### config.mk
export PLATFORM = sky130hd
export DESIGN_NAME = mlvl_col_seq
export DESIGN_NICKNAME = d
export VERILOG_FILES = /design/src/rtl/mlvl_col_seq.sv
export SDC_FILE = /design/constraint.sdc
export NUM_CORES = 1
export LEC_CHECK = 0
export BUFFER_PORTS_ARGS = -buffer_cell sky130_fd_sc_hd__buf_2
export CAP_MARGIN = 15
export CELL_PAD_IN_SITES_DETAIL_PLACEMENT = 1
export CELL_PAD_IN_SITES_GLOBAL_PLACEMENT = 1
export CORE_MARGIN = 8
export CORE_UTILIZATION = 24
export DETAILED_ROUTE_END_ITERATION = 10
export PLACE_DENSITY = 0.56
export SYNTH_ARGS = -nofsm -noshare
export SYNTH_HDL_FRONTEND = slang
export SYNTH_SLANG_ARGS = --single-unit
### constraint.sdc
create_clock -name clk -period 2.7 [get_ports clk]
set_input_delay 0 -clock clk [delete_from_list [all_inputs] [get_ports clk]]
set_output_delay 0 -clock clk [all_outputs]
set_load 0.02 [all_outputs]
### src/rtl/mlvl_col_seq.sv
module mlvl_col_seq #(
  parameter int unsigned PIX_W = 8
) (
  input  logic                 clk,
  input  logic                 rst_n,
  input  logic                 start,
  input  logic [PIX_W-1:0]     pixel_in,
  input  logic [1:0]           mode,
  input  logic                 strobe,
  output logic [15:0]          col_sel,
  output logic                 done
);
  localparam int unsigned CNT_W = $clog2(PIX_W);

  typedef enum logic [1:0] {S_IDLE, S_RUN, S_DONE} st_t;

  st_t              st_q;
  logic [PIX_W-1:0] word_q;
  logic [1:0]       lvl_q;
  logic [CNT_W-1:0] cyc_q;
  logic [CNT_W-1:0] last_cyc;
  logic [PIX_W-1:0] sh;
  logic [3:0]       code;
  logic             accept;

  assign accept = start && (st_q != S_RUN);
  assign sh     = word_q >> cyc_q;

  always_comb begin
    case (lvl_q)
      2'd0:    last_cyc = CNT_W'(PIX_W - 1);
      2'd1:    last_cyc = CNT_W'(PIX_W / 2 - 1);
      default: last_cyc = CNT_W'(PIX_W / 4 - 1);
    endcase
  end

  always_comb begin
    case (lvl_q)
      2'd0:    code = {3'b000, sh[0]};
      2'd1:    code = {2'b00, sh[4], sh[0]};
      default: code = {sh[6], sh[4], sh[2], sh[0]};
    endcase
  end

  always_ff @(posedge clk) begin
    if (!rst_n) begin
      st_q   <= S_IDLE;
      word_q <= '0;
      lvl_q  <= 2'd0;
      cyc_q  <= '0;
    end else if (accept) begin
      st_q   <= S_RUN;
      word_q <= pixel_in;
      lvl_q  <= (mode == 2'd3) ? 2'd2 : mode;
      cyc_q  <= '0;
    end else if (st_q == S_RUN && strobe) begin
      if (cyc_q == last_cyc) st_q <= S_DONE;
      else                   cyc_q <= cyc_q + 1'b1;
    end
  end

  assign col_sel = (st_q == S_RUN) ? (16'd1 << code) : 16'd0;
  assign done    = (st_q == S_DONE);
endmodule

==> results.cfg <==
[status]
status = finished, final reports clean

[placement]
port_buffers = 30
dp_hpwl_um = 2249
gp_congestion = 0.7236

[sta]
timing.hold.ws_ns = 0.002501
min_period_ns = 2.336
worst_pin_slew_ns = 0.7181
fin_crit_sh = 0.8651
finalHoldViolCount = 0
relSlewSlack = 0.5203
drv_slew = 0
rsz0062_at_grt = false
setup_tns_ns = 0
finClkSkew_ns = 0.002372
setup_viol_count_final = 0
fmax_mhz = 428.1

[global_route]
grt_max_degree = 13
antenna_found_initial = 0
grt.total_usage = 0.09000
grt_overflow = 0
first_global_vias = 990
grt_first_pass_wirelength_um = 4740

[yosys]
seq_area_frac_synth = 0.3073
yosys.area.top_type_share = 0.3073
synth_area_leaders = dfxtp_1 31%, nand2_1 9.6%, nor3_1 8.2%
syn_area_um2 = 977.2
yosysWarnings = 0
ys_ff_latch = 15
synth.avg_cell_area_um2 = 8.010
yosysUniqueCellTypes = 37
synthCells = 122
synth_fp_nets = 137
synth_area_leader_cell = dfxtp_1

[min_path]
hold_depth = 3
hold_end = word_q[7]$_SDFFE_PN0P_
hold_class = in -> reg
min_from = pixel_in[7]

[drt]
drt_iter0_drc = 25
drtAntennaViolNets = 0
vias = 959
dr.pass1.iters = 4
routed_wl_um = 2816
vias_per_cell = 4.819
wire_per_inst_um = 14.15
drc = 0

[final_layout]
syn_to_final_growth_pct = 22.92
num-nets-final = 165
diodes = 0
layout-drive-gt1-share = 0.2685

[clocking]
clockBufferDepth = 2
cts_root_buffer = clkbuf_8
h-tree-depth = 1
cts_made_buffers = 3
path_clk_slew_ns = 0.06
cts_sinks = 15
postCtsSetupBuffers = 0
insertion_delay_ns = 0.24
cts_resized = 0
cts_tree = built
cts_hold_buffers = 0

[power]
p_int_mw = 0.3658
clock_power_share = 0.360
pwr-share-comb = 0.144
p_switching_mw = 0.1242
p_per_area_nw_per_um2 = 408.0
vdd_drop_max_mv = 0.2029
power.static_leakage_nw = 0.4765
p_seq_frac = 0.495
switching_share = 0.2535

[critical_path]
r2r_cells = 4
crit_fanout = 11
path_cells = mux4_2 > and3_4 > o21a_4 > nor3_1 > buf_2
reg2reg_slack_ns = 0.99
startpoint_type = flip-flop
end_kind = primary output
critPathMaxStageDelay_ns = 0.64
criticalPathCategory = reg -> out
r2r-start = cyc_q[2]$_SDFFE_PP0P_
slowest_stage = mux4_2
cp_data_arrival_time_ns = 2.34
r2r-end = st_q[1]$_SDFFE_PP0P_
required_ns = 2.70
path_buf_inv = 1
cpLargestDelayFamily = multiplexers

[die]
fp.dieW_um = 79.81
initial_core_util = 0.2461
die_h_um = 79.81
core_um2 = 3971
die_area_um2 = 6370
ios = 31
std_cell_rows = 23

[run]
maxCapViolCount = 0
power groups by stage:
stage               logic (mW)  clock network, mW  registers [mW]
finish                  0.0708              0.176           0.243
global route            0.0800              0.197           0.245
CTS                     0.0716              0.183           0.243
detailed placement      0.0713                  0           0.248
global placement        0.0688                  0           0.247
floorplan               0.0528                  0           0.242
area by class of cell:
class                   instances  area [µm²]
flip-flops and latches         15       300.3
repair buffers                 30       150.1
clock buffers                   4       45.04
well taps                      50       62.56
multi-input cells              97       631.9
inverters                       3       11.26
fillers                       497        2770
routing by layer:
| metal | share of wire | wire (µm) | global-route usage | up-vias |
|---|---|---|---|---|
| met3 | 0.076 | 213 | 0.03041 | 2 |
| li1 | - | - | - | 488 |
| met5 | 0 | 0 | 0 | - |
| met2 | 0.43 | 1202 | 0.1475 | 24 |
| met4 | 0.0067 | 19 | 0.02182 | 0 |
| met1 | 0.49 | 1381 | 0.1100 | 445 |
per-stage QoR:
step	cell area [µm²]	power, mW	cells	utilization	setup slack (ns)
floorplan	977.2	0.2949	122	-	0.7242
global placement	1156	0.3159	195	0.2911	0.6743
detailed placement	1156	0.3192	195	0.2911	0.6100
CTS	1201	0.4970	199	0.3025	0.3616
global route	1201	0.5218	199	0.3025	0.1692
finish	1201	0.4901	199	0.3025	0.3643
cell usage in the layout, fill, tap and decap left out, types with 2 or more instances in the layout:
| master | n |
|---|---|
| clkbuf_8 | 3 |
| nor3_1 | 16 |
| buf_2 | 30 |
| a21oi_1 | 2 |
| nand2b_1 | 2 |
| nand2_1 | 25 |
| nor2_1 | 5 |
| nor2b_1 | 5 |
| inv_1 | 3 |
| dfxtp_1 | 15 |
| o21ai_0 | 2 |
| a21boi_0 | 10 |
| nor4bb_1 | 2 |
| o31ai_1 | 3 |
| mux2i_1 | 3 |
synth_stat cells:
cell type and instances:
and4_1 1, nand4_1 1, a21boi_0 10, and2_1 1, xnor2_1 1, mux4_2 1, nor3_1 16, nor2_1 5
nor4_1 1, a211oi_1 1, o2111ai_1 1, o21ai_2 1, buf_6 1, dfxtp_1 15, a32oi_1 1, a31o_2 1
mux2i_1 3, nand3b_1 1, or2b_1 1, nand2b_1 2, and3b_1 1, and3_4 1, inv_1 3, nor2b_1 5
nand2_1 25, o21ai_0 2, o31ai_1 3, clkbuf_1 6, o21a_4 1, mux2_2 1, o21ba_2 1, nor3b_1 1
ha_1 1, nor4bb_1 2, a221oi_1 1, a21oi_1 2, mux4_1 1
worst register-to-register path: cells and delay by family (launching register included):
kind             cells  cell delay [ns]
flip-flops           1             0.58
AO/OA/AOI/OAI        2             0.75
AND/OR/NAND/NOR      2             0.27
how the worst max path moves through the flow:
| stage | start | endpoint | slack (ns) | depth (start not counted) |
|---|---|---|---|---|
| CTS | cyc_q[0]$_SDFFE_PP0P_ | col_sel[5] | 0.36 | 5 |
| global route | cyc_q[0]$_SDFFE_PP0P_ | col_sel[8] | 0.17 | 5 |
| detailed placement | cyc_q[0]$_SDFFE_PP0P_ | col_sel[5] | 0.61 | 5 |
| global placement | cyc_q[0]$_SDFFE_PP0P_ | col_sel[4] | 0.67 | 5 |
| finish | cyc_q[0]$_SDFFE_PP0P_ | col_sel[1] | 0.36 | 5 |
| floorplan | cyc_q[0]$_SDFFE_PP0P_ | col_sel[0] | 0.72 | 5 |
state kept, by name (all words and copies together), names as in the netlist:
name,cells
word_q,8
cyc_q,3
lvl_q,2
st_q,2
logic make-up after synthesis:
kind of cell,count (synthesis),synth area share
AO/OA/AOI/OAI,25,0.1985
XOR/XNOR,1,0.008965
adder cells (fa/ha/maj),1,0.01280
buffers and inverters,10,0.04609
flip-flops,15,0.3073
multiplexers,6,0.09219
AND/OR/NAND/NOR,64,0.3342
Note: power is estimated with default switching activity, not from simulation.
